## src/rtl/exc_entry_pkg.sv

```systemverilog
// Shared types for the exception entry sequencer.
// Assumes a 32-bit longword machine with a 16-bit status register.
package exc_entry_pkg;

    typedef enum logic [2:0] {
        ST_IDLE,
        ST_WR_PC,
        ST_WR_FV,
        ST_FETCH,
        ST_INHIBIT
    } seq_state_t;

    typedef enum logic [1:0] {
        VK_INVALID,
        VK_FAULT,
        VK_NEXT
    } vec_kind_t;

    localparam int FMT_W       = 4;
    localparam int FMT_BASE    = 4;
    localparam int FRAME_BYTES = 8;
    localparam int LONG_BYTES  = 4;

endpackage

```

## src/rtl/exc_vec_classify.sv

```systemverilog
// Sorts a vector number into refused, fault-PC or next-PC classes.
// Assumes vectors above MAX_VEC are refused; purely combinational.
module exc_vec_classify
    import exc_entry_pkg::*;
#(
    parameter int VEC_W   = 8,
    parameter int MAX_VEC = 255
) (
    input  logic [VEC_W-1:0] vec_i,
    output vec_kind_t        kind_o
);

    logic [31:0] v;
    assign v = 32'(vec_i);

    // Range decode of the vector number into its class.
    always_comb begin
        kind_o = VK_NEXT;
        if (v < 2 || v == 6 || v == 7 || v == 13 ||
            (v >= 15 && v <= 23) || (v >= 25 && v <= 31) ||
            (v >= 48 && v <= 63) || v > MAX_VEC) begin
            kind_o = VK_INVALID;
        end else if ((v >= 2 && v <= 5) || v == 8 || v == 10 ||
                     v == 11 || v == 14) begin
            kind_o = VK_FAULT;
        end
    end

endmodule

```

## src/rtl/exc_frame_build.sv

```systemverilog
// Forms the two frame longwords, the frame base and the table address.
// Assumes SR_W + format/vector word width equals XLEN; combinational.
module exc_frame_build
    import exc_entry_pkg::*;
#(
    parameter int XLEN  = 32,
    parameter int VEC_W = 8,
    parameter int SR_W  = 16
) (
    input  logic [VEC_W-1:0] vec_i,
    input  vec_kind_t        kind_i,
    input  logic [XLEN-1:0]  fault_pc_i,
    input  logic [XLEN-1:0]  next_pc_i,
    input  logic [SR_W-1:0]  sr_i,
    input  logic [XLEN-1:0]  sp_i,
    input  logic [XLEN-1:0]  vbr_i,
    output logic [XLEN-1:0]  pc_word_o,
    output logic [XLEN-1:0]  fv_word_o,
    output logic [XLEN-1:0]  base_o,
    output logic [XLEN-1:0]  vaddr_o
);

    localparam int FV_W  = XLEN - SR_W;
    localparam int PAD_W = FV_W - FMT_W - VEC_W;

    logic [FMT_W-1:0] fmt;
    logic [FV_W-1:0]  fv_half;
    logic [XLEN-1:0]  sp_aligned;

    // Format nibble records how far the stack pointer was off alignment.
    assign fmt = FMT_W'(FMT_BASE) + FMT_W'(sp_i[1:0]);

    // Pack the format/vector half; padding only when the widths leave room.
    generate
        if (PAD_W > 0) begin : g_pad
            assign fv_half = {fmt, {PAD_W{1'b0}}, vec_i};
        end else begin : g_nopad
            assign fv_half = {fmt, vec_i};
        end
    endgenerate

    // Select the saved PC by vector class.
    assign pc_word_o  = (kind_i == VK_FAULT) ? fault_pc_i : next_pc_i;
    assign fv_word_o  = {fv_half, sr_i};
    assign sp_aligned = {sp_i[XLEN-1:2], 2'b00};
    assign base_o     = sp_aligned - XLEN'(FRAME_BYTES);
    assign vaddr_o    = vbr_i + (XLEN'(vec_i) << 2);

endmodule

```

## src/rtl/exc_entry_fsm.sv

```systemverilog
// Control sequence: push PC, push format/SR, fetch vector, hold inhibit.
// Assumes the request is only looked at while idle; one write per cycle.
module exc_entry_fsm
    import exc_entry_pkg::*;
(
    input  logic       clk,
    input  logic       rst_n,
    input  logic       req_i,
    input  logic       refuse_i,
    input  logic       rd_ack_i,
    input  logic       retire_i,
    output seq_state_t state_o,
    output logic       accept_o,
    output logic       fetch_done_o,
    output logic       bad_o
);

    seq_state_t state_q, state_d;
    logic       bad_q;

    assign accept_o     = (state_q == ST_IDLE) && req_i && !refuse_i;
    assign fetch_done_o = (state_q == ST_FETCH) && rd_ack_i;

    // Next-state selection.
    always_comb begin
        state_d = state_q;
        case (state_q)
            ST_IDLE:    if (accept_o) state_d = ST_WR_PC;
            ST_WR_PC:   state_d = ST_WR_FV;
            ST_WR_FV:   state_d = ST_FETCH;
            ST_FETCH:   if (rd_ack_i) state_d = ST_INHIBIT;
            ST_INHIBIT: if (retire_i) state_d = ST_IDLE;
            default:    state_d = ST_IDLE;
        endcase
    end

    // State register and the refused-vector pulse.
    always_ff @(posedge clk) begin
        if (!rst_n) begin
            state_q <= ST_IDLE;
            bad_q   <= 1'b0;
        end else begin
            state_q <= state_d;
            bad_q   <= (state_q == ST_IDLE) && req_i && refuse_i;
        end
    end

    assign state_o = state_q;
    assign bad_o   = bad_q;

endmodule

```

## src/rtl/exc_entry_seq.sv

```systemverilog
// Exception entry sequencer top: classifies, captures, drives memory.
// Assumes frame writes always complete in their cycle and the vector
// read is held until acknowledged.
module exc_entry_seq
    import exc_entry_pkg::*;
#(
    parameter int XLEN  = 32,
    parameter int VEC_W = 8,
    parameter int SR_W  = 16
) (
    input  logic             clk,
    input  logic             rst_n,
    input  logic             exc_req,
    input  logic [VEC_W-1:0] exc_vec,
    input  logic [XLEN-1:0]  fault_pc,
    input  logic [XLEN-1:0]  next_pc,
    input  logic [SR_W-1:0]  sr_in,
    input  logic [XLEN-1:0]  sp_in,
    input  logic [XLEN-1:0]  vbr_in,
    input  logic             insn_retire,
    output logic             mem_wr_en,
    output logic [XLEN-1:0]  mem_wr_addr,
    output logic [XLEN-1:0]  mem_wr_data,
    output logic             mem_rd_en,
    output logic [XLEN-1:0]  mem_rd_addr,
    input  logic             mem_rd_ack,
    input  logic [XLEN-1:0]  mem_rd_data,
    output logic             pc_load,
    output logic [XLEN-1:0]  pc_new,
    output logic [XLEN-1:0]  sp_new,
    output logic             seq_busy,
    output logic             irq_inhibit,
    output logic             bad_vec
);

    localparam int MAX_VEC = (1 << VEC_W) - 1;

    vec_kind_t       kind;
    seq_state_t      state;
    logic            accept, fetch_done;
    logic [XLEN-1:0] pc_word, fv_word, base, vaddr;
    logic [XLEN-1:0] pc_word_q, fv_word_q, base_q, vaddr_q;
    logic [XLEN-1:0] pc_new_q;
    logic            pc_load_q;

    exc_vec_classify #(.VEC_W(VEC_W), .MAX_VEC(MAX_VEC)) u_cls (
        .vec_i  (exc_vec),
        .kind_o (kind)
    );

    exc_frame_build #(.XLEN(XLEN), .VEC_W(VEC_W), .SR_W(SR_W)) u_frm (
        .vec_i      (exc_vec),
        .kind_i     (kind),
        .fault_pc_i (fault_pc),
        .next_pc_i  (next_pc),
        .sr_i       (sr_in),
        .sp_i       (sp_in),
        .vbr_i      (vbr_in),
        .pc_word_o  (pc_word),
        .fv_word_o  (fv_word),
        .base_o     (base),
        .vaddr_o    (vaddr)
    );

    exc_entry_fsm u_fsm (
        .clk          (clk),
        .rst_n        (rst_n),
        .req_i        (exc_req),
        .refuse_i     (kind == VK_INVALID),
        .rd_ack_i     (mem_rd_ack),
        .retire_i     (insn_retire),
        .state_o      (state),
        .accept_o     (accept),
        .fetch_done_o (fetch_done),
        .bad_o        (bad_vec)
    );

    // Hold the frame contents and addresses of the accepted request.
    always_ff @(posedge clk) begin
        if (!rst_n) begin
            pc_word_q <= '0;
            fv_word_q <= '0;
            base_q    <= '0;
            vaddr_q   <= '0;
        end else if (accept) begin
            pc_word_q <= pc_word;
            fv_word_q <= fv_word;
            base_q    <= base;
            vaddr_q   <= vaddr;
        end
    end

    // Latch the handler address and strobe the PC load once.
    always_ff @(posedge clk) begin
        if (!rst_n) begin
            pc_new_q  <= '0;
            pc_load_q <= 1'b0;
        end else begin
            pc_load_q <= fetch_done;
            if (fetch_done) pc_new_q <= mem_rd_data;
        end
    end

    // Memory request decode from the sequence state.
    always_comb begin
        mem_wr_en   = 1'b0;
        mem_wr_addr = '0;
        mem_wr_data = '0;
        if (state == ST_WR_PC) begin
            mem_wr_en   = 1'b1;
            mem_wr_addr = base_q + XLEN'(LONG_BYTES);
            mem_wr_data = pc_word_q;
        end else if (state == ST_WR_FV) begin
            mem_wr_en   = 1'b1;
            mem_wr_addr = base_q;
            mem_wr_data = fv_word_q;
        end
    end

    assign mem_rd_en   = (state == ST_FETCH);
    assign mem_rd_addr = (state == ST_FETCH) ? vaddr_q : '0;
    assign pc_load     = pc_load_q;
    assign pc_new      = pc_new_q;
    assign sp_new      = base_q;
    assign seq_busy    = (state != ST_IDLE);
    assign irq_inhibit = (state == ST_INHIBIT);

endmodule

```

## config.mk

```make
export PLATFORM = sky130hd
export DESIGN_NAME = exc_entry_seq
export DESIGN_NICKNAME = d
export VERILOG_FILES = /design/src/rtl/exc_entry_pkg.sv /design/src/rtl/exc_vec_classify.sv /design/src/rtl/exc_frame_build.sv /design/src/rtl/exc_entry_fsm.sv /design/src/rtl/exc_entry_seq.sv
export SDC_FILE = /design/constraint.sdc
export NUM_CORES = 1
export LEC_CHECK = 0
export BUFFER_PORTS_ARGS = -buffer_cell sky130_fd_sc_hd__buf_2
export CORE_MARGIN = 2
export CORE_UTILIZATION = 55
export DETAILED_ROUTE_END_ITERATION = 10
export GPL_TIMING_DRIVEN = 0
export MAX_ROUTING_LAYER = met4
export PLACE_DENSITY = 0.88
export SLEW_MARGIN = 15
export SYNTH_ARGS = -nofsm -noshare
export SYNTH_HDL_FRONTEND = slang
export SYNTH_HIERARCHICAL = 1
export SYNTH_SLANG_ARGS = --single-unit
```

## constraint.sdc

```tcl
create_clock -name clk -period 7.6 [get_ports clk]
set_input_delay 1.14 -clock clk [delete_from_list [all_inputs] [get_ports clk]]
set_output_delay 1.14 -clock clk [all_outputs]
set_load 0.02 [all_outputs]
```

==> metrics.yaml, run 1 <==
status: "complete, no violations"
grt_pass1_vias: 8865
clock_skew_ns: 0.0112
max_stage_delay_ns: 0.59
num_rows: 48
p_leak_nw: 5.44
cts_tree: "done"
clkSinkCount: 165
path_buf_inv: 1
combPwrFrac_pct: 21.1
drt_wl_total_mm: 30.5
antenna_found_initial: 3
numCtsBuffers: 17
max_slew.worst_pin.slew_ns: 0.864
htreeDepth: 4
final_max_slew_viol_count: 0
start_util_pct: 56.2
drv_cap: 0
detail_route.wl_per_cell_um: 18.4
p_per_area_mw_per_mm2: 193
synth_warnings: 6
relSlewSlack_pct: 42.0
ctsResizeCount: 0
grt_pass1_wl_mm: 45.7
track_usage_pct: 32.5
crit_family: "simple AND/OR/NAND/NOR gates"
clk_pin_slew_ns: 0.07
n_fill_cell: 1288
die_w_um: 137
via_count: 9151
coreArea_mm2: 0.0172
crit_chain: "ha_1 -> nand3_2 -> nor4_4 -> nand3_2 -> or4_1 -> nand3_1 -> buf_2"
fin_crit_sh_pct: 52.2
place_ws_ns: 3.42
intPower_mw: 1.62
p_switching_uw: 751
ir_drop_mv: 0.156
ff2ff_path_depth: 6
cts-root-buf: "clkbuf_16"
grt_max_degree: 19
pin_count: 355
hold_depth: 2
synthesis.instances: 1058
synth_top_area_share_pct: 34.1
setup_violations: 0
async_reset_ff_share_pct: 0
dieArea_mm2: 0.0187
synth_edf_count: 0
clockBufferDepth: 2
synthFlopType: "dfxtp_1"
rsz0062_at_grt: "false"
period_minus_slack_ns: 3.97
ctsHoldBuffers: 0
ys_seq_elements: 165
arrival_ns: 2.83
drt-vias-per-instance: 5.52
p_sw_share_pct: 31.7
drive_gt1_share_pct: 29.6
timing.rr.end: "sp_new[13]"
clkPwrFrac_pct: 37.7
drc: 0
regToRegStartpoint: "u_fsm/state_o[0]"
syn_area_mm2: 0.00969
syn_avg_cell_area_um2: 9.16
ys_types: 63
min-delay-start: "vaddr_q[21]"
hold_end: "vaddr_q[21]"
hp-class: "reg -> reg"
drt_first_pass_iters: 5
cpMostUsedCell: "nand3_2"
worst_slack_ns: 3.63
dp_hpwl_mm: 23.2
r2r_setup_slack_ns: 4.95
fmax_mhz: 252
ant_nets: 0
clk_latency_ns: 0.43
finalNetCount: 1616
power_frac_seq_pct: 41.2
cts_setup_buffers: 0
critPathRequiredTime_ns: 6.46
grt_remaining_overflow: 0
setup.worst_path.class: "reg -> out"
syn2layout_area_growth_pct: 26.7
worstSetupStartpointType: "flip-flop"
first_iter_violations: 490
portBuffers: 333
gp_congestion: 0.949
cp_max_fo: 9
yosys.area.top_type: "dfxtp_1"
setup_tns_ns: 0
synthTopCellsByArea: "dfxtp_1 34%, mux2i_1 17%, nor2b_1 11%"
die_y_um: 137
ys_seq_area_share_pct: 34.1
worstSetupEndpointType: "primary output"
critPathSlowestCell: "nor4_4"
hold_violations: 0
## worst min-delay path, stage by stage, from the launching register on
cell	delay (ns)
dfxtp_1	0.32
mux2i_1	0.06
nor2b_1	0.09
## state kept, by name, summed over array words and instances, names as in the netlist
register and cells:
sp_new 32, u_fsm/bad_o 1, u_fsm/state_o 3, pc_load 1, pc_new 32, fv_word_q 32, pc_word_q 32, vaddr_q 32
## metrics by stage
step | hold WS, ns | area (um2) | util [%] | std cells | power (mW)
after global placement | 0.486 | 11700 | 67.7 | 1622 | 1.47
after detailed placement | 0.494 | 11700 | 67.7 | 1622 | 1.49
final | 0.513 | 12300 | 71.2 | 1657 | 2.37
after global routing | 0.531 | 12300 | 71.2 | 1657 | 2.46
after CTS | 0.519 | 12300 | 71.2 | 1654 | 2.37
after floorplan | 0.474 | 9720 | - | 1064 | 1.31
## cells in the final DEF, fill, tap and decap left out, drive strengths merged, types with 7 or more instances in the layout
| cell type | count |
|---|---|
| buf | 380 |
| dfxtp | 165 |
| nor2b | 164 |
| mux2i | 160 |
| clkbuf | 70 |
| nand2 | 50 |
| and2 | 38 |
| a22o | 34 |
| o21ai | 33 |
| mux2 | 32 |
| xor2 | 31 |
| nand3 | 30 |
| nor2 | 27 |
| inv | 24 |
| xnor2 | 23 |
| nor3 | 16 |
| a21oi | 15 |
| nor4 | 14 |
| nand4 | 13 |
| or3 | 12 |
| ha | 10 |
| conb | 8 |
| a31oi | 7 |
## worst max-delay path by stage
stage | startpoint | to | slack (ns) | cells after the start
2_1_floorplan | sp_new[2] | mem_wr_addr[24] | 4.18 | 5
3_3_place_gp | exc_vec[2] | sp_new[13] | 3.51 | 11
3_5_place_dp | exc_vec[2] | pc_word_q[26] | 3.42 | 11
4_1_cts | sp_new[2] | mem_wr_addr[30] | 3.66 | 7
5_1_grt | sp_new[2] | mem_wr_addr[30] | 3.46 | 7
6_report | sp_new[2] | mem_wr_addr[26] | 3.63 | 7
## power groups by stage
stage          Combinational, mW  Clock, mW  Sequential [mW]
2_1_floorplan              0.310          0            0.997
3_3_place_gp               0.483          0            0.989
3_5_place_dp               0.493          0            0.992
4_1_cts                    0.497      0.898            0.973
5_1_grt                    0.539      0.937            0.982
6_report                   0.500      0.891            0.976
## synth_stat cells, types with 3 or more instances
master    count
a22o_1       34
nand4_1      11
nor3b_1       4
ha_1         10
buf_2         3
and3_1        6
nand2b_1      3
o211ai_1      6
or3_1        11
xor2_1       31
nor3_2        3
a31oi_1       7
nor2_1       26
buf_1         7
mux2_1       32
a21oi_1      15
inv_1        15
nor3_1       13
nand3_2       4
a211oi_1      3
o41ai_1       4
nand2_1      50
dfxtp_1     165
mux2i_1     160
nor4_4        3
o22ai_1       3
xnor2_1      23
o21ai_1       8
nand3_1      26
clkbuf_1     53
nor4_1       11
nor2b_1     164
and2_1       38
buf_4        37
o21ai_0      25
or4_1         6
a21o_1        6
## cell type report
| class | count | area (um2) | area share (%) |
|---|---|---|---|
| diodes | 3 | 7.51 | 0.0611 |
| plain buffers | 100 | 518 | 4.22 |
| clock buffers | 17 | 425 | 3.46 |
| clock inverters | 15 | 181 | 1.48 |
| inverters | 15 | 56.3 | 0.459 |
| multi-input cells | 784 | 5840 | 47.5 |
| flip-flops and latches | 165 | 3300 | 26.9 |
| well taps | 225 | 282 | 2.29 |
| repair buffers | 333 | 1670 | 13.6 |
## kinds of logic (layout without fill, tap and decap cells)
group           count (synthesis)  count (layout)  share of synthesized area, %
compound gates                125             125                          8.95
xor+xnor                       54              54                          4.88
fa+ha+maj                      11              11                          1.50
buf+inv                       115             480                          5.92
flops                         165             165                          34.1
mux                           192             192                          20.2
other cells                     2              11                        0.0775
simple gates                  394             394                          24.4
## per-layer routing
| layer | up-vias | GRT usage (%) | share of wire [%] |
|---|---|---|---|
| met2 | 460 | 56.0 | 49 |
| met3 | 81 | 7.78 | 8.3 |
| met5 | - | - | 0 |
| li1 | 4370 | - | - |
| met1 | 4240 | 35.6 | 39 |
| met4 | 0 | 14.4 | 3.6 |
No activity file was read; power rests on OpenSTA's default activity.
==> run 2, diff against run 1 <==
Settings changed: ABC_AREA set to 1, CORE_ASPECT_RATIO set to 1.25, CORE_UTILIZATION 55 to 46, PLACE_DENSITY 0.88 to 0.77.
Clock period 7.6 ns to 3.24 ns, I/O delays scaled along.
==> metrics.yaml, run 2 <==
r2r_setup_slack_ns: 1.02
antenna_found_initial: 1
power_frac_seq_pct: 39.1
finalNetCount: 2131
yosys.cell_count.top_type: "nor2_1"
synthTopCellsByArea: "dfxtp_1 32%, nor2_1 14%, nand2_1 10%"
rsz0062_at_grt: "false"
clkSinkCount: 165
syn2layout_area_growth_pct: 25.9
ys_seq_elements: 165
clkPwrFrac_pct: 31.8
hp-class: "in -> reg"
numCtsBuffers: 17
combPwrFrac_pct: 29.1
grt_pass1_vias: 10600
relSlewSlack_pct: 61.6
hold_end: "fv_word_q[9]"
ctsResizeCount: 0
multi_input_area_mm2: 0.00578
drv_cap: 0
status: "complete, no violations"
setup_tns_ns: 0
final_max_slew_viol_count: 0
htreeDepth: 4
drt_wl_total_mm: 35.7
regToRegStartpoint: "u_fsm/state_o[2]"
ys_types: 42
mostFrequentLayoutCells: "372 x nor2_1, 360 x buf_2, 282 x nand2_1, 167 x o21ai_0, 165 x dfxtp_1"
finalNonFillerCells: 2224
fmax_mhz: 365
ctsHoldBuffers: 0
pin_count: 355
intPower_mw: 3.97
place_ws_ns: 0.414
worstSetupEndpointType: "primary output"
ant_nets: 0
layout_commonest_cell: "nor2_1"
coreArea_mm2: 0.0216
dieArea_mm2: 0.0234
crit_path_start: "u_fsm/state_o[2]"
synth_edf_count: 0
num_rows: 60
n_fill_cell: 2150
p_leak_nw: 6.56
clockBufferDepth: 2
drt_first_pass_iters: 5
ys_seq_area_share_pct: 32.4
gp_congestion: 0.952
max_slew.worst_pin.slew_ns: 0.576
cts-root-buf: "clkbuf_16"
synth_warnings: 6
dp_hpwl_mm: 28.9
async_reset_ff_share_pct: 0
power.total_mw: 6.42
final_area_mm2: 0.0128
fin_crit_sh_pct: 84.6
timing.rr.end: "sp_new[25]"
worst_slack_ns: 0.499
period_minus_slack_ns: 2.74
setup.worst_path.class: "reg -> out"
via_count: 11300
cp_max_fo: 10
detail_route.wl_per_cell_um: 16.1
clk_latency_ns: 0.43
p_switching_mw: 2.46
grt_pass1_wl_mm: 53.7
hold_depth: 3
cts_tree: "done"
synthFlopType: "dfxtp_1"
clk_pin_slew_ns: 0.08
die_y_um: 171
ff2ff_path_depth: 8
grt_max_degree: 20
p_per_area_mw_per_mm2: 500
seq_area_mm2: 0.00330
start_util_pct: 47.2
track_usage_pct: 30.4
synth_top_area_share_pct: 32.4
critPathRequiredTime_ns: 2.75
yosys.area.top_type: "dfxtp_1"
ir_drop_mv: 0.373
syn_avg_cell_area_um2: 6.49
grt_remaining_overflow: 0
setup_violations: 0
dpl.cell_count: 2191
drt-vias-per-instance: 5.08
arrival_ns: 2.26
clock_skew_ns: 0.0131
die_w_um: 137
portBuffers: 333
p_sw_share_pct: 38.2
worstSetupStartpointType: "flip-flop"
drc: 0
syn_area_mm2: 0.0102
synthesis.instances: 1573
yosys-top-cells-count: "372 x nor2_1, 282 x nand2_1, 167 x o21ai_0"
min-delay-start: "sr_in[9]"
first_iter_violations: 622
drive_gt1_share_pct: 27.2
cts_setup_buffers: 0
placed_cell_area_mm2: 0.0122
hold_violations: 0
[run 2: cell count changes after synthesis, sizes merged, moves of 129 or more]
cell   delta
o21ai   +138
nand2   +245
nor2b   -164
inv     +129
mux2i   -160
nor2    +371
[run 2: cell type report]
| cell class | instances | share of cell area, % |
|---|---|---|
| Antenna cell | 1 | 0.0195 |
| Inverter | 145 | 4.24 |
| Sequential cell | 165 | 25.7 |
| Multi-Input combinational cell | 1163 | 45.0 |
| Tap cell | 279 | 2.72 |
| Timing Repair Buffer | 333 | 13.0 |
| Buffer | 106 | 4.67 |
| Clock inverter | 15 | 1.39 |
| Clock buffer | 17 | 3.31 |
[run 2: metrics by stage]
stage	hold WS, ns	utilization, %
floorplan	0.434	-
global placement	0.444	56.6
detailed placement	0.448	56.6
CTS	0.262	59.4
global route	0.275	59.4
finish	0.274	59.4
[run 2: worst max path at each step]
stage | end | slack, ns | cells past startpoint
after floorplan | mem_wr_addr[8] | 1.11 | 6
after global placement | vaddr_q[8] | 0.44 | 13
after detailed placement | vaddr_q[8] | 0.41 | 13
after CTS | mem_wr_addr[10] | 0.51 | 8
after global routing | mem_wr_addr[10] | 0.41 | 8
final | mem_wr_addr[10] | 0.50 | 8
[run 2: cells by family after synthesis]
group,share of synthesized area (%)
buffers and inverters,11.2
adder cells (fa/ha/maj),1.42
flip-flops,32.4
AO/OA/AOI/OAI,15.0
XOR/XNOR,3.08
multiplexers,3.53
other,0.0736
AND/OR/NAND/NOR,33.3
[run 2: worst max-delay path: stages (launching register included)]
cell and delay [ns]:
dfxtp_1 0.39, inv_2 0.12, nand3_2 0.24, inv_2 0.13, buf_6 0.15, buf_6 0.16
nand2_1 0.06, a22oi_1 0.32, buf_2 0.25
[run 2: power groups by stage]
stage	Combinational [mW]	Clock (mW)	Sequential (mW)
floorplan	1.09	0	2.58
global placement	1.82	0	2.54
detailed placement	1.85	0	2.55
CTS	1.86	2.07	2.50
global route	2.05	2.15	2.53
finish	1.87	2.04	2.51
[run 2: layer usage]
layer / vias to the layer above / part of all wire [%] / global-route usage, %
li1: 5703 / - / -
met1: 5139 / 40 / 33.9
met2: 389 / 50 / 53.0
met3: 78 / 5.8 / 4.83
met4: 0 / 4.1 / 13.6
met5: - / 0 / -
==> run 3, diff against run 2 <==
Settings changed: ABC_AREA 1 to 0, PLACE_DENSITY 0.77 to 0.78.
Clock period 3.24 ns to 2.4 ns, I/O delays scaled along.
==> metrics.yaml, run 3 (synthesized netlist as in run 1, its figures left out) <==
status: "finished with violations"
violations: "setup timing"
hold_violations: 0
arrival_ns: 2.20
setup_violations: 13
finalNetCount: 1648
dieArea_mm2: 0.0223
cp_max_fo: 8
gp_congestion: 0.919
r2r_setup_slack_ns: 0.24
hp-class: "in -> reg"
first_iter_violations: 443
worstSetupEndpointType: "primary output"
holdWs_ns: 0.193
numCtsBuffers: 17
critPathCapture: "mem_wr_addr[30]"
via_count: 9263
cts_tree: "done"
drt_wl_total_mm: 32.1
drt-vias-per-instance: 5.34
grt_remaining_overflow: 0
clk_latency_ns: 0.43
dp_hpwl_mm: 23.9
p_per_area_mw_per_mm2: 574
placed_cell_area_mm2: 0.0118
syn2layout_area_growth_pct: 36.2
rsz0062_at_grt: "true"
max_slew.worst_pin.slew_ns: 0.710
relSlewSlack_pct: 52.6
clkSinkCount: 165
crit_path_start: "sp_new[10]"
ant_nets: 0
portBuffers: 333
die_y_um: 166
ctsHoldBuffers: 0
grt_pass1_vias: 9326
grt_pass1_wl_mm: 49.2
drc: 0
grt_max_degree: 20
critPathSlowestCell: "or4_4"
clockBufferDepth: 2
cts-root-buf: "clkbuf_16"
setup.worst_path.class: "reg -> out"
max_stage_delay_ns: 0.44
track_usage_pct: 28.6
crit_chain: "buf_6 -> nand4_4 -> nor4_4 -> nand3_2 -> or4_4 -> nand3_2 -> buf_6"
ir_drop_mv: 0.515
clk_pin_slew_ns: 0.08
coreArea_mm2: 0.0207
multi_input_area_mm2: 0.00618
drt_first_pass_iters: 5
hold_depth: 3
period_minus_slack_ns: 2.56
start_util_pct: 46.7
layout_commonest_cell: "buf_2"
regToRegStartpoint: "u_fsm/state_o[0]"
htreeDepth: 4
antenna_found_initial: 1
final_max_slew_viol_count: 0
drv_cap: 0
drive_gt1_share_pct: 38.3
worstSetupStartpointType: "flip-flop"
mostFrequentLayoutCells: "322 x buf_2, 164 x nor2b_1, 160 x mux2i_1, 136 x dfxtp_1, 85 x buf_4"
clock_skew_ns: 0.0179
final_area_mm2: 0.0132
fmax_mhz: 390
fin_crit_sh_pct: 107
seq_area_mm2: 0.00338
die_w_um: 134
detail_route.wl_per_cell_um: 18.5
num_rows: 59
ff2ff_path_depth: 5
pin_count: 355
timing.rr.end: "pc_new[21]"
worst_slack_ns: -0.163
n_fill_cell: 1731
critPathRequiredTime_ns: 2.04
p_leak_nw: 5.88
run 3: metal layers:
metal | up-vias | wire, um | track usage, %
li1 | 4430 | - | -
met5 | - | 0 | -
met3 | 91 | 2300 | 5.68
met4 | 0 | 1150 | 10.8
met2 | 404 | 16300 | 50.3
met1 | 4338 | 12400 | 31.6
run 3: area by class of cell:
type / count / area share [%]
multi-input combinational: 784 / 46.8
sequential: 165 / 25.6
timing repair buffer: 367 / 15.1
buffer: 98 / 4.79
clock buffer: 17 / 3.22
tap: 274 / 2.60
clock inverter: 15 / 1.39
inverter: 15 / 0.426
antenna: 1 / 0.0190
run 3: worst min path at each step:
stage / start / to / slack, ns
2_1_floorplan: vaddr_q[0] / vaddr_q[0] / 0.47
3_5_place_dp: vaddr_q[6] / vaddr_q[6] / 0.49
4_1_cts: mem_rd_data[25] / pc_new[25] / 0.18
5_1_grt: mem_rd_data[23] / pc_new[23] / 0.18
3_3_place_gp: vaddr_q[1] / vaddr_q[1] / 0.49
6_report: mem_rd_data[14] / pc_new[14] / 0.19
run 3: stage by stage:
stage               cells  worst slack [ns]  total power, mW  utilization [%]  TNS, ns
floorplan            1064           -0.0340             4.14                -    -3.06
global placement     1671            -0.918             4.68             56.7  -103.40
detailed placement   1671            -0.960             4.72             56.7  -110.32
CTS                  1724            -0.120             7.56             62.3   -0.534
global route         1736            -0.232             7.90             63.7    -2.37
finish               1736            -0.163             7.58             63.7    -1.19
run 3: power by group:
part | switching [mW] | internal, mW
sequential | 0.170 | 2.93
combinational | 0.942 | 0.780
clock | 1.35 | 1.41
run 3: worst max-delay path, delay by kind of cell (launching register included):
family / cells / cell delay [ns]
flip-flops: 1 / 0.34
AND/OR/NAND/NOR: 5 / 1.17
buffers and inverters: 2 / 0.28
run 3: timing repair:
| item | CTS | global route |
|---|---|---|
| resized for setup | 142 | 78 |
| setup endpoints to repair | 210 | 146 |
| setup buffers | 22 | 12 |
| pin swaps | 14 | 15 |
